<file path="config.mk">
export PLATFORM = sky130hd
export DESIGN_NAME = brkUnit
export DESIGN_NICKNAME = d
export VERILOG_FILES = /design/src/rtl/brkPkg.sv /design/src/rtl/brkChanCmp.sv /design/src/rtl/brkDatapath.sv /design/src/rtl/brkControl.sv /design/src/rtl/brkUnit.sv
export SDC_FILE = /design/constraint.sdc
export NUM_CORES = 1
export LEC_CHECK = 0
export BUFFER_PORTS_ARGS = -buffer_cell sky130_fd_sc_hd__buf_2
export CAP_MARGIN = 20
export CORE_MARGIN = 2
export CORE_UTILIZATION = 58
export CTS_BUF_LIST = sky130_fd_sc_hd__clkbuf_4 sky130_fd_sc_hd__clkbuf_8
export DETAILED_ROUTE_END_ITERATION = 12
export GPL_ROUTABILITY_DRIVEN = 0
export GPL_TIMING_DRIVEN = 0
export PLACE_DENSITY = 0.92
export SETUP_SLACK_MARGIN = 0.05
export SLEW_MARGIN = 5
export SYNTH_ARGS = -nofsm -noshare
export SYNTH_HDL_FRONTEND = slang
export SYNTH_SLANG_ARGS = --single-unit
</file>
<file path="constraint.sdc">
create_clock -name clk -period 1.9 [get_ports clk]
set_input_delay 0.38 -clock clk [delete_from_list [all_inputs] [get_ports clk]]
set_output_delay 0.38 -clock clk [all_outputs]
set_load 0.02 [all_outputs]
</file>
<file path="src/rtl/brkPkg.sv">
package brkPkg;
  localparam int ADDR_W    = 32;
  localparam int ASID_W    = 8;
  localparam int BUS_DATA_W = 64;
  localparam int CMP_W     = 32;
  localparam int REG_W     = 32;
  localparam int RADDR_W   = 3;
  localparam int NUM_CH    = 2;
  localparam int CH_A      = 0;
  localparam int CH_B      = 1;

  // ignored low-bit counts for the address mask codes
  localparam int LOW_M1 = 10;
  localparam int LOW_M2 = 12;
  localparam int LOW_M3 = 16;
  localparam int LOW_M4 = 20;

  localparam logic [RADDR_W-1:0] REG_ADDR_A = 3'd0;
  localparam logic [RADDR_W-1:0] REG_CTL_A  = 3'd1;
  localparam logic [RADDR_W-1:0] REG_ADDR_B = 3'd2;
  localparam logic [RADDR_W-1:0] REG_CTL_B  = 3'd3;
  localparam logic [RADDR_W-1:0] REG_VAL_B  = 3'd4;
  localparam logic [RADDR_W-1:0] REG_MASK_B = 3'd5;
  localparam logic [RADDR_W-1:0] REG_MODE   = 3'd6;
  localparam logic [RADDR_W-1:0] REG_CLR    = 3'd7;

  typedef enum logic [2:0] {
    AM_ALL   = 3'd0,
    AM_LOW10 = 3'd1,
    AM_LOW12 = 3'd2,
    AM_LOW16 = 3'd3,
    AM_LOW20 = 3'd4,
    AM_NONE  = 3'd5
  } addrMaskE;

  typedef struct packed {
    logic              en;
    logic              afterExec;
    logic              sizeAny;
    logic [1:0]        size;
    logic [1:0]        dir;
    logic [1:0]        cyc;
    logic [ASID_W-1:0] asid;
    logic              asidAny;
    logic [2:0]        amask;
  } chanCtlT;

  localparam int CTL_W = $bits(chanCtlT);

  typedef struct packed {
    logic ldAddrA;
    logic ldCtlA;
    logic ldAddrB;
    logic ldCtlB;
    logic ldValB;
    logic ldMaskB;
  } cfgStrobeT;
endpackage

</file>
<file path="src/rtl/brkChanCmp.sv">
module brkChanCmp
  import brkPkg::*;
#(
  parameter int ADDR_WIDTH = brkPkg::ADDR_W,
  parameter int CMP_WIDTH  = brkPkg::CMP_W,
  parameter int REG_WIDTH  = brkPkg::REG_W,
  parameter bit HAS_DATA   = 1'b0
) (
  input  logic                  clk,
  input  logic                  rstN,
  input  logic                  ldAddr,
  input  logic                  ldCtl,
  input  logic                  ldVal,
  input  logic                  ldMask,
  input  logic [REG_WIDTH-1:0]  wdata,
  input  logic                  busValid,
  input  logic [ADDR_WIDTH-1:0] busAddr,
  input  logic [ASID_W-1:0]     busAsid,
  input  logic [CMP_WIDTH-1:0]  busData,
  input  logic                  busIsInsn,
  input  logic                  busIsWrite,
  input  logic [1:0]            busSize,
  output logic                  match,
  output logic                  afterQual
);
  localparam logic [ADDR_WIDTH-1:0] ONES = {ADDR_WIDTH{1'b1}};

  chanCtlT               ctlQ;
  logic [ADDR_WIDTH-1:0] addrQ;
  logic [ADDR_WIDTH-1:0] careMask;
  logic addrOk, asidOk, cycOk, dirOk, sizeOk, dataOk;

  always_ff @(posedge clk) begin
    if (!rstN) begin
      ctlQ  <= '0;
      addrQ <= '0;
    end else begin
      if (ldAddr) addrQ <= wdata[ADDR_WIDTH-1:0];
      if (ldCtl)  ctlQ  <= chanCtlT'(wdata[CTL_W-1:0]);
    end
  end

  always_comb begin
    case (addrMaskE'(ctlQ.amask))
      AM_ALL:   careMask = ONES;
      AM_LOW10: careMask = ONES << LOW_M1;
      AM_LOW12: careMask = ONES << LOW_M2;
      AM_LOW16: careMask = ONES << LOW_M3;
      AM_LOW20: careMask = ONES << LOW_M4;
      default:  careMask = '0;
    endcase
  end

  always_comb begin
    addrOk = ((busAddr ^ addrQ) & careMask) == '0;
    asidOk = ctlQ.asidAny || (busAsid == ctlQ.asid);
    case (ctlQ.cyc)
      2'b01:   cycOk = busIsInsn;
      2'b10:   cycOk = !busIsInsn;
      default: cycOk = 1'b1;
    endcase
    case (ctlQ.dir)
      2'b01:   dirOk = !busIsWrite;
      2'b10:   dirOk = busIsWrite;
      default: dirOk = 1'b1;
    endcase
    sizeOk = ctlQ.sizeAny || (busSize == ctlQ.size);
  end

  generate
    if (HAS_DATA) begin : gData
      logic [CMP_WIDTH-1:0] valQ;
      logic [CMP_WIDTH-1:0] maskQ;
      always_ff @(posedge clk) begin
        if (!rstN) begin
          valQ  <= '0;
          maskQ <= '0;
        end else begin
          if (ldVal)  valQ  <= wdata[CMP_WIDTH-1:0];
          if (ldMask) maskQ <= wdata[CMP_WIDTH-1:0];
        end
      end
      assign dataOk = ((busData ^ valQ) & ~maskQ) == '0;
    end else begin : gNoData
      logic unusedDataIn;
      assign unusedDataIn = ^{ldVal, ldMask, busData};
      assign dataOk = 1'b1;
    end
  endgenerate

  assign match     = busValid && ctlQ.en && addrOk && asidOk && cycOk
                     && dirOk && sizeOk && dataOk;
  assign afterQual = ctlQ.afterExec && busIsInsn;
endmodule

</file>
<file path="src/rtl/brkDatapath.sv">
module brkDatapath
  import brkPkg::*;
#(
  parameter int ADDR_WIDTH = brkPkg::ADDR_W,
  parameter int CMP_WIDTH  = brkPkg::CMP_W,
  parameter int REG_WIDTH  = brkPkg::REG_W
) (
  input  logic                  clk,
  input  logic                  rstN,
  input  cfgStrobeT             strobe,
  input  logic [REG_WIDTH-1:0]  wdata,
  input  logic                  busValid,
  input  logic [ADDR_WIDTH-1:0] busAddr,
  input  logic [ASID_W-1:0]     busAsid,
  input  logic [CMP_WIDTH-1:0]  busData,
  input  logic                  busIsInsn,
  input  logic                  busIsWrite,
  input  logic [1:0]            busSize,
  output logic [NUM_CH-1:0]     match,
  output logic [NUM_CH-1:0]     afterQual
);
  logic [NUM_CH-1:0] ldAddr, ldCtl, ldVal, ldMask;

  assign ldAddr = {strobe.ldAddrB, strobe.ldAddrA};
  assign ldCtl  = {strobe.ldCtlB,  strobe.ldCtlA};
  assign ldVal  = {strobe.ldValB,  1'b0};
  assign ldMask = {strobe.ldMaskB, 1'b0};

  generate
    for (genvar ch = 0; ch < NUM_CH; ch++) begin : gChan
      brkChanCmp #(
        .ADDR_WIDTH(ADDR_WIDTH),
        .CMP_WIDTH (CMP_WIDTH),
        .REG_WIDTH (REG_WIDTH),
        .HAS_DATA  (ch == CH_B)
      ) uChan (
        .clk       (clk),
        .rstN      (rstN),
        .ldAddr    (ldAddr[ch]),
        .ldCtl     (ldCtl[ch]),
        .ldVal     (ldVal[ch]),
        .ldMask    (ldMask[ch]),
        .wdata     (wdata),
        .busValid  (busValid),
        .busAddr   (busAddr),
        .busAsid   (busAsid),
        .busData   (busData),
        .busIsInsn (busIsInsn),
        .busIsWrite(busIsWrite),
        .busSize   (busSize),
        .match     (match[ch]),
        .afterQual (afterQual[ch])
      );
    end
  endgenerate
endmodule

</file>
<file path="src/rtl/brkControl.sv">
module brkControl
  import brkPkg::*;
(
  input  logic               clk,
  input  logic               rstN,
  input  logic               cfgWrEn,
  input  logic [RADDR_W-1:0] cfgAddr,
  input  logic [1:0]         wrLow,
  input  logic [NUM_CH-1:0]  match,
  input  logic [NUM_CH-1:0]  afterQual,
  output cfgStrobeT          strobe,
  output logic               seqMode,
  output logic               armed,
  output logic [NUM_CH-1:0]  flags,
  output logic               brkAfter
);
  logic [NUM_CH-1:0] qualQ;
  logic [NUM_CH-1:0] setFlag;
  logic [NUM_CH-1:0] clrFlag;
  logic              cfgRewrite;
  logic              armNext;

  always_comb begin
    strobe.ldAddrA = cfgWrEn && (cfgAddr == REG_ADDR_A);
    strobe.ldCtlA  = cfgWrEn && (cfgAddr == REG_CTL_A);
    strobe.ldAddrB = cfgWrEn && (cfgAddr == REG_ADDR_B);
    strobe.ldCtlB  = cfgWrEn && (cfgAddr == REG_CTL_B);
    strobe.ldValB  = cfgWrEn && (cfgAddr == REG_VAL_B);
    strobe.ldMaskB = cfgWrEn && (cfgAddr == REG_MASK_B);
  end

  assign cfgRewrite = cfgWrEn && (cfgAddr != REG_CLR);
  assign clrFlag    = (cfgWrEn && (cfgAddr == REG_CLR)) ? wrLow : '0;

  always_comb begin
    setFlag[CH_A] = match[CH_A] && !seqMode;
    setFlag[CH_B] = match[CH_B] && (!seqMode || armed);
    armNext       = armed;
    if (cfgRewrite || !seqMode) begin
      armNext = 1'b0;
    end else if (armed && match[CH_B]) begin
      armNext = 1'b0;
    end else if (match[CH_A]) begin
      armNext = 1'b1;
    end
  end

  always_ff @(posedge clk) begin
    if (!rstN) begin
      seqMode <= 1'b0;
      armed   <= 1'b0;
      flags   <= '0;
      qualQ   <= '0;
    end else begin
      if (cfgWrEn && (cfgAddr == REG_MODE)) seqMode <= wrLow[0];
      armed <= armNext;
      for (int ch = 0; ch < NUM_CH; ch++) begin
        if (setFlag[ch]) begin
          flags[ch] <= 1'b1;
          qualQ[ch] <= afterQual[ch];
        end else if (clrFlag[ch]) begin
          flags[ch] <= 1'b0;
        end
      end
    end
  end

  assign brkAfter = |(flags & qualQ);
endmodule

</file>
<file path="src/rtl/brkUnit.sv">
module brkUnit
  import brkPkg::*;
#(
  parameter int ADDR_WIDTH  = brkPkg::ADDR_W,
  parameter int DATA_WIDTH  = brkPkg::BUS_DATA_W,
  parameter int CMP_WIDTH   = brkPkg::CMP_W,
  parameter int REG_WIDTH   = brkPkg::REG_W
) (
  input  logic                  clk,
  input  logic                  rstN,
  input  logic                  cfgWrEn,
  input  logic [RADDR_W-1:0]    cfgAddr,
  input  logic [REG_WIDTH-1:0]  cfgWrData,
  input  logic                  busValid,
  input  logic [ADDR_WIDTH-1:0] busAddr,
  input  logic [ASID_W-1:0]     busAsid,
  input  logic [DATA_WIDTH-1:0] busData,
  input  logic                  busIsInsn,
  input  logic                  busIsWrite,
  input  logic [1:0]            busSize,
  output logic                  brkReq,
  output logic                  brkAfter,
  output logic                  flagA,
  output logic                  flagB
);
  cfgStrobeT         strobe;
  logic [NUM_CH-1:0] match;
  logic [NUM_CH-1:0] afterQual;
  logic [NUM_CH-1:0] flags;
  logic              seqMode;
  logic              armed;
  logic              matchA;
  logic              matchB;
  logic              unusedDataHi;

  assign unusedDataHi = ^busData[DATA_WIDTH-1:CMP_WIDTH];

  brkDatapath #(
    .ADDR_WIDTH(ADDR_WIDTH),
    .CMP_WIDTH (CMP_WIDTH),
    .REG_WIDTH (REG_WIDTH)
  ) uDatapath (
    .clk       (clk),
    .rstN      (rstN),
    .strobe    (strobe),
    .wdata     (cfgWrData),
    .busValid  (busValid),
    .busAddr   (busAddr),
    .busAsid   (busAsid),
    .busData   (busData[CMP_WIDTH-1:0]),
    .busIsInsn (busIsInsn),
    .busIsWrite(busIsWrite),
    .busSize   (busSize),
    .match     (match),
    .afterQual (afterQual)
  );

  brkControl uControl (
    .clk      (clk),
    .rstN     (rstN),
    .cfgWrEn  (cfgWrEn),
    .cfgAddr  (cfgAddr),
    .wrLow    (cfgWrData[1:0]),
    .match    (match),
    .afterQual(afterQual),
    .strobe   (strobe),
    .seqMode  (seqMode),
    .armed    (armed),
    .flags    (flags),
    .brkAfter (brkAfter)
  );

  assign matchA = match[CH_A];
  assign matchB = match[CH_B];
  assign flagA  = flags[CH_A];
  assign flagB  = flags[CH_B];
  assign brkReq = |flags;
endmodule

</file>
==> summary.md, run 1 <==
| Metric | Value |
|---|---|
| Starting Density | `0.592` |
| Slew at the pin closest to its max-slew limit | `0.725 ns` |
| Outcome | `finished, violations left` |
| Total Power | `0.00709 W` |
| Failing checks | `negative setup slack` |
| DP HPWL | `17,200 um` |
| DR DRC count | `0` |
| Post-Synth Adder-Cell Area | `0.0122` |
| Worst EP required | `2.30 ns` |
| Compound-Gate Fraction of Synth Area | `0.188` |
| WHS | `0.172 ns` |
| Hold Buf Count CTS | `0` |
| Worst-path maximum fanout | `2` |
| WS Path Type | `reg2reg` |
| Vias | `7,445` |
| Busiest metal layer after global routing | `met2` |
| Clock sink total | `176` |
| Max Freq | `473 MHz` |
| Syn_area_per_cell | `8.23 um^2` |
| Hold path cells | `3` |
| Worst-path clk slew | `0.09 ns` |
| Synthesized flop and latch total | `176` |
| Die H | `123 um` |
| Tightest Hold Check Type | `in2reg` |
| EDFF count, synth | `0` |
| CP Launch Type | `flop` |
| Placed insts | `1,289` |
| Pleak | `3.45 nW` |
| DRT iter0 DRCs | `649` |
| Final Setup Violations | `2` |
| Simple-gate share of the synthesized area | `0.206` |
| Worst R2R Setup Slack | `-0.21 ns` |
| Pins Over Slew Limit | `0` |
| Synth Net Count | `1,150` |
| H-tree levels | `4` |
| Num CTS Buffers | `17` |
| Reg2reg end | `uControl.flags[0]` |
| Final hold violations | `0` |
| Tot GR Track Use | `0.322` |
| Post-layout minimum cycle time | `2.11 ns` |
| Dominant synthesized flop cell | `dfxtp_1` |
| Root Buffer Master | `clkbuf_8` |
| Worst Hold Path EP | `uDatapath.gChan[0].uChan.addrQ[24]` |
| DRT Wirelength | `23,600 um` |
| Met2 usage | `0.529` |
| Core ar. | `13,800 um^2` |
| Deepest clock path buffer count | `2` |
| Final Non-Filler Cells | `1,326` |
| Worst-Skew Late Latency | `0.48 ns` |
| HP Start | `cfgWrData[24]` |
| Max-cap viol count | `0` |
| GR Util met1 | `0.399` |
| R2r startpoint | `uDatapath.gChan[0].uChan.addrQ[4]` |
| Routed Antenna Nets | `0` |
| RSZ-0062 raised after global routing | `yes` |
| Pre-antenna DRT Iters | `5` |
| Area growth syn-to-layout | `16.6%` |
| Crit. End Element | `flop` |
| Initial antenna violation count | `3` |
| P per Cell Area | `743 nW/um^2` |
| Main combinational cell family by area after synthesis | `simple AND/OR/NAND/NOR gates` |
| Peak VDD IR | `0.556 mV` |
| Port-buffer cells | `114` |
| # rows | `43` |
| Synth Instances | `995` |
| GR Overflow Total | `0` |
| Critical Path Start | `uDatapath.gChan[0].uChan.addrQ[4]` |
| Largest net degree at the start of global routing | `17` |
| Vias per cell | `5.61` |
| Max_slew headroom | `0.517` |
| Synth warn | `0` |
| Die width | `123 um` |
| Worst setup margin | `-0.215 ns` |
| Synth unique cells | `37` |
| Final Cycle Share | `1.11` |
| Post-synthesis mux area share | `0.00917` |
| Layout cell share with drive strength beyond 1 | `0.162` |
| Fraction of registers with async set/reset | `0` |
| TritonCTS clock tree | `built` |
| Vias in the first global route | `7,070` |
| # IOs | `151` |
| Synthesized area | `8190 um^2` |
| Final nets | `1,285` |
| Critical Path AT | `2.51 ns` |
| Fillers | `1,037` |
| First-pass GRT wire length | `36,600 um` |
| R2R cell count | `6` |
| Die Area | `15,100 um^2` |
| Seq/Total Area, Yosys | `0.430` |
| GR Layer Usage met3 | `0.0757` |
| Wire length per cell | `17.8 um` |
| Synth Area in XOR/XNOR | `0.124` |
| Clock skew | `0.00958 ns` |
## cell usage after synthesis (4+ instances only)
| cell | instances | area, um^2 |
|---|---|---|
| nand2_1 | 352 | 1320 |
| dfxtp_1 | 176 | 3520 |
| a21boi_0 | 159 | 1190 |
| xnor2_1 | 58 | 508 |
| xor2_1 | 58 | 508 |
| clkbuf_1 | 53 | 199 |
| o22ai_1 | 17 | 106 |
| nor4_1 | 15 | 93.8 |
| a21boi_1 | 13 | 97.6 |
| nor2_1 | 13 | 48.8 |
| nand3_1 | 11 | 55.1 |
| inv_1 | 10 | 37.5 |
| ha_1 | 8 | 100 |
| nand4_1 | 8 | 50.1 |
| mux2_2 | 4 | 45.0 |
| nor2b_1 | 4 | 25.0 |
| nor3_1 | 4 | 20.0 |
## power breakdown
part           switching [W]  internal, W  total, W
logic               0.000467     0.000317  0.000785
registers          0.0000537      0.00376   0.00382
clock network        0.00135      0.00114   0.00249
## how the worst max path moves through the flow
stage	end	slack [ns]	cells past startpoint
2_1_floorplan	uControl.qualQ[1]	0.23	6
3_3_place_gp	uControl.qualQ[1]	-0.30	7
3_5_place_dp	uControl.qualQ[1]	-0.36	7
4_1_cts	uControl.flags[0]	-0.16	6
5_1_grt	uControl.flags[0]	-0.26	6
6_report	uControl.flags[0]	-0.21	6
## flip-flops by register name, indices dropped and copies added (netlist names)
signal / flops
uControl.armed: 1
uControl.flags: 2
uControl.qualQ: 2
uControl.seqMode: 1
uDatapath.gChan.uChan.addrQ: 64
uDatapath.gChan.uChan.ctlQ: 42
uDatapath.gChan.uChan.gData.maskQ: 32
uDatapath.gChan.uChan.gData.valQ: 32
## worst max-delay path: stages, from the launching register on
cell and delay (ns):
dfxtp_2 0.33, xor2_1 0.17, nor4_2 0.34, nand4_1 0.31, a2111oi_4 0.44, nand4_1 0.23
a21boi_1 0.22
## per-stage QoR
step | worst slack (ns) | utilization | setup TNS (ns) | cell area [um^2]
6_report | -0.215 | 0.690 | -0.404 | 9550
5_1_grt | -0.259 | 0.690 | -0.571 | 9540
4_1_cts | -0.156 | 0.682 | -0.305 | 9430
3_5_place_dp | -0.362 | 0.650 | -7.69 | 8980
3_3_place_gp | -0.298 | 0.650 | -4.52 | 8980
2_1_floorplan | 0.234 | - | 0 | 8190
## layout by cell type, fill, tap and decap left out, drive strengths merged, types with 2 or more instances in the layout
cell type / netlist / final
diode: 0 / 3
o41ai: 2 / 2
nor2b: 4 / 4
o22ai: 17 / 17
nand3: 11 / 11
clkinvlp: 0 / 2
a211oi: 2 / 2
ha: 8 / 8
nand2: 352 / 352
nand4: 8 / 8
a21oi: 3 / 3
clkinv: 0 / 7
xnor2: 58 / 58
dfxtp: 176 / 176
nor3: 4 / 4
inv: 10 / 10
mux2i: 3 / 3
nor2: 13 / 13
o211ai: 2 / 2
nand2b: 2 / 2
mux2: 4 / 4
a21boi: 172 / 172
buf: 3 / 119
nor4: 18 / 18
xor2: 58 / 58
clkbuf: 53 / 75
## area by class of cell
class / instances / area, um^2 / share of cell area
antenna: 3 / 7.51 / 0.000786
buffer: 56 / 214 / 0.0224
clock buffer: 22 / 284 / 0.0298
clock inverter: 10 / 87.6 / 0.00917
inverter: 10 / 37.5 / 0.00393
multi-input combinational: 753 / 4580 / 0.479
sequential: 176 / 3530 / 0.370
tap: 180 / 225 / 0.0236
timing repair buffer: 116 / 586 / 0.0613
## cell families after synthesis
logic type	after synthesis
simple gates	415
compound gates	207
flops	176
xor+xnor	116
buf+inv	66
fa+ha+maj	8
mux	7
## per-layer routing
layer	share of wire	wire, um	vias to the layer above
li1	-	-	3540
met1	0.39	9310	3475
met2	0.47	11200	357
met3	0.089	2100	73
met4	0.044	1040	0
met5	0	0	-
## timing repair
item | 4_1_cts | 5_1_grt
resized for setup | 15 | 15
setup buffers | 0 | 2
pin swaps | 4 | 15
setup endpoints to repair | 5 | 7
No activity file was read; power rests on OpenSTA's default activity.
==> run 2, diff against run 1 <==
Settings changed: ABC_AREA from default to 1, PLACE_DENSITY 0.92 to 0.91.
==> summary.md, run 2 <==
| Metric | Value |
|---|---|
| Worst EP required | `2.32 ns (was 2.30 ns)` |
| TritonCTS clock tree | `built (unchanged)` |
| Synth top area share | `0.419 (was 0.430)` |
| Most frequent cell after synthesis | `nand2_1 (unchanged)` |
| Met2 WL | `11,400 um (was 11,200 um)` |
| Num CTS Buffers | `17 (unchanged)` |
| Critical Path AT | `2.10 ns (was 2.51 ns)` |
| Worst setup margin | `0.219 ns (was -0.215 ns)` |
| Yosys top cell by area | `dfxtp_1 (unchanged)` |
| Max Used Layer | `met4 (unchanged)` |
| Seq/Total Area, Yosys | `0.419 (was 0.430)` |
| Pins Over Slew Limit | `0 (unchanged)` |
| Worst Hold Path EP | `uDatapath.gChan[1].uChan.gData.valQ[27] (was uDatapath.gChan[0].uChan.addrQ[24])` |
| Synth Instances | `1,254 (was 995)` |
| Pleak | `4.41 nW (was 3.45 nW)` |
| EDFF count, synth | `0 (unchanged)` |
| Worst-path maximum fanout | `3 (was 2)` |
| # IOs | `151 (unchanged)` |
| Switch share | `0.280 (was 0.264)` |
| # rows | `44 (was 43)` |
| Port-buffer cells | `118 (was 114)` |
| Hold path cells | `3 (unchanged)` |
| Combinational power share | `0.128 (was 0.111)` |
| Worst-path clk slew | `0.09 ns (about the same)` |
| Clock skew | `0.0106 ns (was 0.00958 ns)` |
| WS Path Type | `reg2reg (unchanged)` |
| Area growth syn-to-layout | `14.8% (was 16.6%)` |
| GR Overflow Total | `0 (unchanged)` |
| Wire length per cell | `15.8 um (was 17.8 um)` |
| Dominant synthesized flop cell | `dfxtp_1 (unchanged)` |
| Sw power | `0.00210 W (was 0.00187 W)` |
| HP Start | `cfgWrData[27] (was cfgWrData[24])` |
| Power Internal | `0.00540 W (was 0.00522 W)` |
| Fraction of registers with async set/reset | `0 (unchanged)` |
| Final Setup Violations | `0 (was 2)` |
| Layout cell share with drive strength beyond 1 | `0.131 (was 0.162)` |
| Top reg by flops | `uDatapath.gChan.uChan.addrQ (unchanged)` |
| Synth Net Count | `1,409 (was 1,150)` |
| Slew at the pin closest to its max-slew limit | `0.683 ns (was 0.725 ns)` |
| Starting Density | `0.585 (was 0.592)` |
| Synth unique cells | `29 (was 37)` |
| DP HPWL | `18,600 um (was 17,200 um)` |
| CP cell instances | `inv_1, ha_1, inv_1, nand3_2, nand2_1, nor2_1, nand2_1, nor2_2, nand2_2, nor2_4, nand3_2, nand2_1, inv_1, nor2_1 (was xor2_1, nor4_2, nand4_1, a2111oi_4, nand4_1, a21boi_1)` |
| Peak VDD IR | `0.450 mV (was 0.556 mV)` |
| Outcome | `completed (was finished, violations left)` |
| Core ar. | `14,400 um^2 (was 13,800 um^2)` |
| WL met1 | `9790 um (was 9310 um)` |
| Synth warn | `0 (unchanged)` |
| Max Freq | `595 MHz (was 473 MHz)` |
| DRT iter0 DRCs | `1,025 (was 649)` |
| Clock sink total | `176 (unchanged)` |
| Reg2reg end | `uControl.qualQ[1] (was uControl.flags[0])` |
| Pre-antenna DRT Iters | `5 (unchanged)` |
| Vias per cell | `5.46 (was 5.61)` |
| Largest net degree at the start of global routing | `17 (unchanged)` |
| First-pass GRT wire length | `39,300 um (was 36,600 um)` |
| Post-layout minimum cycle time | `1.68 ns (was 2.11 ns)` |
| Largest regs | `uDatapath.gChan.uChan.addrQ x64, uDatapath.gChan.uChan.ctlQ x42 (unchanged)` |
| Crit. End Element | `flop (unchanged)` |
| Deepest clock path buffer count | `2 (unchanged)` |
| Total Power | `0.00750 W (was 0.00709 W)` |
| Final Cycle Share | `0.885 (was 1.11)` |
| Synthesized flop and latch total | `176 (unchanged)` |
| Area after DPL | `9230 um^2 (was 8980 um^2)` |
| Clock share of power | `0.354 (was 0.351)` |
| Post-Place Worst Slack | `-0.0131 ns (was -0.362 ns)` |
| Syn_area_per_cell | `6.71 um^2 (was 8.23 um^2)` |
| Final Cell Area | `9650 um^2 (was 9550 um^2)` |
| DRT Wirelength | `25,000 um (was 23,600 um)` |
| Commonest cells in the netlist | `nand2_1 (233), nor2_1 (213), dfxtp_1 (176), o21ai_0 (171), inv_1 (163) (was nand2_1 (352), dfxtp_1 (176), a21boi_0 (159), xnor2_1 (58), xor2_1 (58))` |
| Area contributors post-synth | `dfxtp_1 (42%), nand2_1 (10%), o21ai_0 (10%) (was dfxtp_1 (43%), nand2_1 (16%), a21boi_0 (15%))` |
| Critical path's slowest cell | `dfxtp_2 (was a2111oi_4)` |
| Die H | `124 um (was 123 um)` |
| H-tree levels | `4 (unchanged)` |
| R2R cell count | `14 (was 6)` |
| Seq pwr share | `0.518 (was 0.538)` |
| Die width | `124 um (was 123 um)` |
| Vias | `8,661 (was 7,445)` |
| R2r startpoint | `uDatapath.gChan[1].uChan.ctlQ[14] (was uDatapath.gChan[0].uChan.addrQ[4])` |
| Tightest Hold Check Type | `in2reg (unchanged)` |
| Hold Buf Count CTS | `0 (unchanged)` |
| Crit-path max cell delay | `0.34 ns (was 0.44 ns)` |
| Most frequent cells in the layout | `nand2_1 (232), nor2_1 (210), dfxtp_1 (175) (was nand2_1 (352), dfxtp_1 (171), a21boi_0 (159))` |
| Max FFs per register | `64 (unchanged)` |
| DR DRC count | `0 (unchanged)` |
| Initial antenna violation count | `0 (was 3)` |
| Final Core Density | `0.672 (was 0.690)` |
| # diodes | `0 (was 3)` |
| Synthesized area | `8410 um^2 (was 8190 um^2)` |
| CP Launch Type | `flop (unchanged)` |
| Most common cell after layout, fill and taps aside | `nand2_1 (unchanged)` |
| Max-cap viol count | `0 (unchanged)` |
| Final nets | `1,546 (was 1,285)` |
| Vias in the first global route | `8,173 (was 7,070)` |
| Final Non-Filler Cells | `1,587 (was 1,326)` |
| Tot GR Track Use | `0.320 (was 0.322)` |
| Final hold violations | `0 (unchanged)` |
| P per Cell Area | `777 nW/um^2 (was 743 nW/um^2)` |
| RSZ-0062 raised after global routing | `no (was yes)` |
| Max_slew headroom | `0.544 (was 0.517)` |
| Worst R2R Setup Slack | `0.22 ns (was -0.21 ns)` |
| Worst-Skew Late Latency | `0.47 ns (was 0.48 ns)` |
| Root Buffer Master | `clkbuf_8 (unchanged)` |
| Met3 wire length | `2610 um (was 2100 um)` |
| Die Area | `15,500 um^2 (was 15,100 um^2)` |
| Routed Antenna Nets | `0 (unchanged)` |
| Placed insts | `1,556 (was 1,289)` |
## run 2: power by group through the flow
stage,clock (W),combinational [W],sequential (W)
after floorplan,0,0.000532,0.00395
after global placement,0,0.000902,0.00396
after detailed placement,0,0.000929,0.00397
after CTS,0.00266,0.000939,0.00388
after global routing,0.00279,0.00106,0.00390
final,0.00265,0.000962,0.00388
## run 2: per-stage QoR
stage	hold WS, ns	TNS (ns)
finish	0.209	0
global route	0.212	0
CTS	0.190	0
detailed placement	0.448	-0.0235
global placement	0.439	0
floorplan	0.430	0
## run 2: timing repair
item,4_1_cts,5_1_grt
hold endpoints to repair,0,0
resized for setup,0,8
setup buffers,0,0
setup endpoints to repair,0,5
## run 2: critical path: cells and delay by family (launching register included)
family / cells / cell delay, ns
flip-flops: 1 / 0.34
AND/OR/NAND/NOR: 10 / 0.88
adder cells (fa/ha/maj): 1 / 0.27
buffers and inverters: 3 / 0.14
## run 2: layout make-up
class,instances,area (um^2)
fill,1239,4720
multi-input combinational,858,4080
sequential,176,3520
inverter,171,642
timing repair buffer,118,591
clock buffer,19,262
tap,184,230
buffer,49,191
clock inverter,12,133
## run 2: logic make-up (layout without fill, tap and decap cells)
kind of cell	count (synthesis)	after routing	share of synthesized area
AOI/OAI and AO/OA	286	286	0.172
adders and majority gates	8	8	0.0119
buffers and inverters	220	369	0.0991
and+or+nand+nor	515	515	0.248
xor gates and xnor gates	49	49	0.0510
DFF	176	176	0.419
## run 2: routing by layer
| metal | global-route usage | up-vias |
|---|---|---|
| met1 | 0.407 | 3901 |
| met5 | 0 | - |
| met3 | 0.0631 | 99 |
| met4 | 0.157 | 0 |
| met2 | 0.520 | 459 |
| li1 | - | 4202 |
## run 2: worst max-delay path by stage
| stage | start | endpoint | slack [ns] | cells past startpoint |
|---|---|---|---|---|
| detailed placement | cfgWrEn | uDatapath.gChan[1].uChan.addrQ[9] | -0.01 | 10 |
| finish | uDatapath.gChan[1].uChan.ctlQ[14] | uControl.qualQ[1] | 0.22 | 14 |
| floorplan | uDatapath.gChan[1].uChan.ctlQ[14] | uControl.qualQ[1] | 0.44 | 14 |
| global route | uDatapath.gChan[1].uChan.ctlQ[14] | uControl.qualQ[1] | 0.07 | 14 |
| CTS | uDatapath.gChan[1].uChan.ctlQ[14] | uControl.qualQ[1] | 0.12 | 14 |
| global placement | cfgWrEn | uDatapath.gChan[1].uChan.addrQ[20] | 0.02 | 10 |
==> run 3, diff against run 2 <==
Settings changed: BUFFER_PORTS_ARGS -buffer_cell sky130_fd_sc_hd__buf_2 to default, CORE_UTILIZATION 58 to 65, DONT_BUFFER_PORTS from default to 1, PLACE_DENSITY 0.91 to 0.9, SKIP_LAST_GASP from default to 1.
==> summary.md, run 3 (synthesis results as in run 2) <==
| Metric | Value |
|---|---|
| Outcome | `completed (unchanged)` |
| # IOs | `151 (unchanged)` |
| DP HPWL | `18,000 um (was 18,600 um)` |
| Critical path's slowest cell | `dfxtp_1 (was dfxtp_2)` |
| Port-buffer cells | `0 (was 118)` |
| Fin Setup TNS | `0 ns (unchanged)` |
| # diodes | `0 (unchanged)` |
| Tightest Hold Check Type | `in2reg (unchanged)` |
| Worst-path maximum fanout | `3 (unchanged)` |
| Max Freq | `559 MHz (was 595 MHz)` |
| Final Non-Filler Cells | `1,459 (was 1,587)` |
| Crit path max-delay family | `flip-flops (was simple AND/OR/NAND/NOR gates)` |
| P per Cell Area | `800 nW/um^2 (was 777 nW/um^2)` |
| Routed Antenna Nets | `0 (unchanged)` |
| Peak VDD IR | `0.600 mV (was 0.450 mV)` |
| Layout cell share with drive strength beyond 1 | `0.0513 (was 0.131)` |
| TritonCTS clock tree | `built (unchanged)` |
| Starting Density | `0.667 (was 0.585)` |
| RSZ-0062 raised after global routing | `no (unchanged)` |
| H-tree levels | `4 (unchanged)` |
| Deepest clock path buffer count | `2 (unchanged)` |
| Max FFs per register | `64 (unchanged)` |
| Post-Place Worst Slack | `0.190 ns (was -0.0131 ns)` |
| Root Buffer Master | `clkbuf_8 (unchanged)` |
| Critical Path AT | `1.41 ns (was 2.10 ns)` |
| Placed insts | `1,426 (was 1,556)` |
| Crit-path max cell delay | `0.51 ns (was 0.34 ns)` |
| Worst-path clk slew | `0.10 ns (was 0.09 ns)` |
| Area growth syn-to-layout | `7.70% (was 14.8%)` |
| DRT Wirelength | `24,800 um (was 25,000 um)` |
| Worst path bufs/invs | `1 (was 3)` |
| Top reg by flops | `uDatapath.gChan.uChan.addrQ (unchanged)` |
| Largest net degree at the start of global routing | `17 (unchanged)` |
| Crit. End Element | `output port (was flop)` |
| Pleak | `3.95 nW (was 4.41 nW)` |
| Worst-Skew Late Latency | `0.48 ns (was 0.47 ns)` |
| WHS | `0.0240 ns (was 0.209 ns)` |
| First-pass GRT wire length | `38,600 um (was 39,300 um)` |
| Final hold violations | `0 (unchanged)` |
| DR DRC count | `0 (unchanged)` |
| Post-layout minimum cycle time | `1.79 ns (was 1.68 ns)` |
| # rows | `41 (was 44)` |
| Clock skew | `0.0114 ns (was 0.0106 ns)` |
| Slew at the pin closest to its max-slew limit | `0.634 ns (was 0.683 ns)` |
| Final Setup Violations | `0 (unchanged)` |
| Vias in the first global route | `7,620 (was 8,173)` |
| Worst setup margin | `0.111 ns (was 0.219 ns)` |
| Core ar. | `12,600 um^2 (was 14,400 um^2)` |
| Max-cap viol count | `0 (unchanged)` |
| Final nets | `1,429 (was 1,546)` |
| GR Overflow Total | `0 (unchanged)` |
| Wire length per cell | `17.0 um (was 15.8 um)` |
| Num CTS Buffers | `17 (unchanged)` |
| Initial antenna violation count | `0 (unchanged)` |
| Max_slew headroom | `0.577 (was 0.544)` |
| Largest regs | `uDatapath.gChan.uChan.addrQ x64, uDatapath.gChan.uChan.ctlQ x42 (unchanged)` |
| Hold Buf Count CTS | `0 (unchanged)` |
| Final Core Density | `0.718 (was 0.672)` |
| CP Launch Type | `flop (unchanged)` |
| Vias | `8,143 (was 8,661)` |
| Worst EP required | `1.52 ns (was 2.32 ns)` |
| Vias per cell | `5.58 (was 5.46)` |
| Pins Over Slew Limit | `0 (unchanged)` |
| WS Path Type | `reg2out (was reg2reg)` |
| Tot GR Track Use | `0.355 (was 0.320)` |
| Pre-antenna DRT Iters | `6 (was 5)` |
| DRT iter0 DRCs | `1,033 (was 1,025)` |
| CP cell instances | `inv_1, o22ai_2 (was inv_1, ha_1, inv_1, nand3_2, nand2_1, nor2_1, nand2_1, nor2_2, nand2_2, nor2_4, nand3_2, nand2_1, inv_1, nor2_1)` |
| Die Area | `13,900 um^2 (was 15,500 um^2)` |
| Fillers | `1,016 (was 1,239)` |
| Most frequent cells in the layout | `nand2_1 (233), nor2_1 (210), dfxtp_1 (175) (was nand2_1 (232), nor2_1 (210), dfxtp_1 (175))` |
| Most common cell after layout, fill and taps aside | `nand2_1 (unchanged)` |
| Die H | `118 um (was 124 um)` |
| Final Cycle Share | `0.941 (was 0.885)` |
| Clock sink total | `176 (unchanged)` |
| Die width | `118 um (was 124 um)` |
==> run 3: cell types whose count changed in the layout (fill, tap and decap cells not counted), sizes merged <==
cell,previous run,this run
buf,125,8
clkinvlp,3,4
inv,175,171
clkinv,3,4
clkbuf,61,64
==> run 3: layer usage <==
metal,vias up,part of all wire,routed length [um],GRT usage
met5,-,0,0,0
met2,430,0.45,11200,0.561
met1,3649,0.38,9510,0.453
met3,98,0.12,2930,0.0959
met4,0,0.045,1120,0.166
li1,3966,-,-,-
==> run 3: worst paths after layout <==
path | start | endpoint | slack (ns) | depth (start not counted)
worst min register to register | uDatapath.gChan[1].uChan.gData.maskQ[1] | uDatapath.gChan[1].uChan.gData.maskQ[1] | 0.46 | 2
worst max register to register | uDatapath.gChan[1].uChan.ctlQ[14] | uControl.qualQ[1] | 0.19 | 14
worst max-delay path | uControl.flags[1] | brkAfter | 0.11 | 2
worst min-delay path | cfgWrData[10] | uDatapath.gChan[1].uChan.ctlQ[10] | 0.02 | 2
==> run 3: layout make-up <==
class	count	area, um^2	share of cell area
clock inverters	10	110	0.0122
flip-flops and latches	176	3520	0.389
repair buffers	1	7.51	0.000829
inverters	171	642	0.0708
multi-input cells	858	4080	0.450
plain buffers	49	191	0.0211
clock buffers	22	290	0.0320
well taps	172	215	0.0238
==> run 3: metrics by stage <==
stage          power [W]  cell area, um^2
5_1_grt          0.00749             9060
3_5_place_dp     0.00465             8630
4_1_cts          0.00720             9030
2_1_floorplan    0.00448             8410
6_report         0.00725             9060
3_3_place_gp     0.00462             8630
==> run 3: power by group <==
part           total (W)  internal, W  leakage, nW  switching (W)
clock network    0.00266      0.00129        0.197        0.00137
logic           0.000705     0.000265         2.32       0.000440
registers        0.00388      0.00381         1.43      0.0000705
total            0.00725      0.00537         3.95        0.00188
==> run 3: timing repair <==
item / in CTS / in global routing
gates resized for setup: 1 / 6
pin swaps: 0 / 5
hold endpoints to repair: 0 / 0
setup buffers: 0 / 1
endpoints found under the setup margin: 1 / 5
cloned: 0 / 0
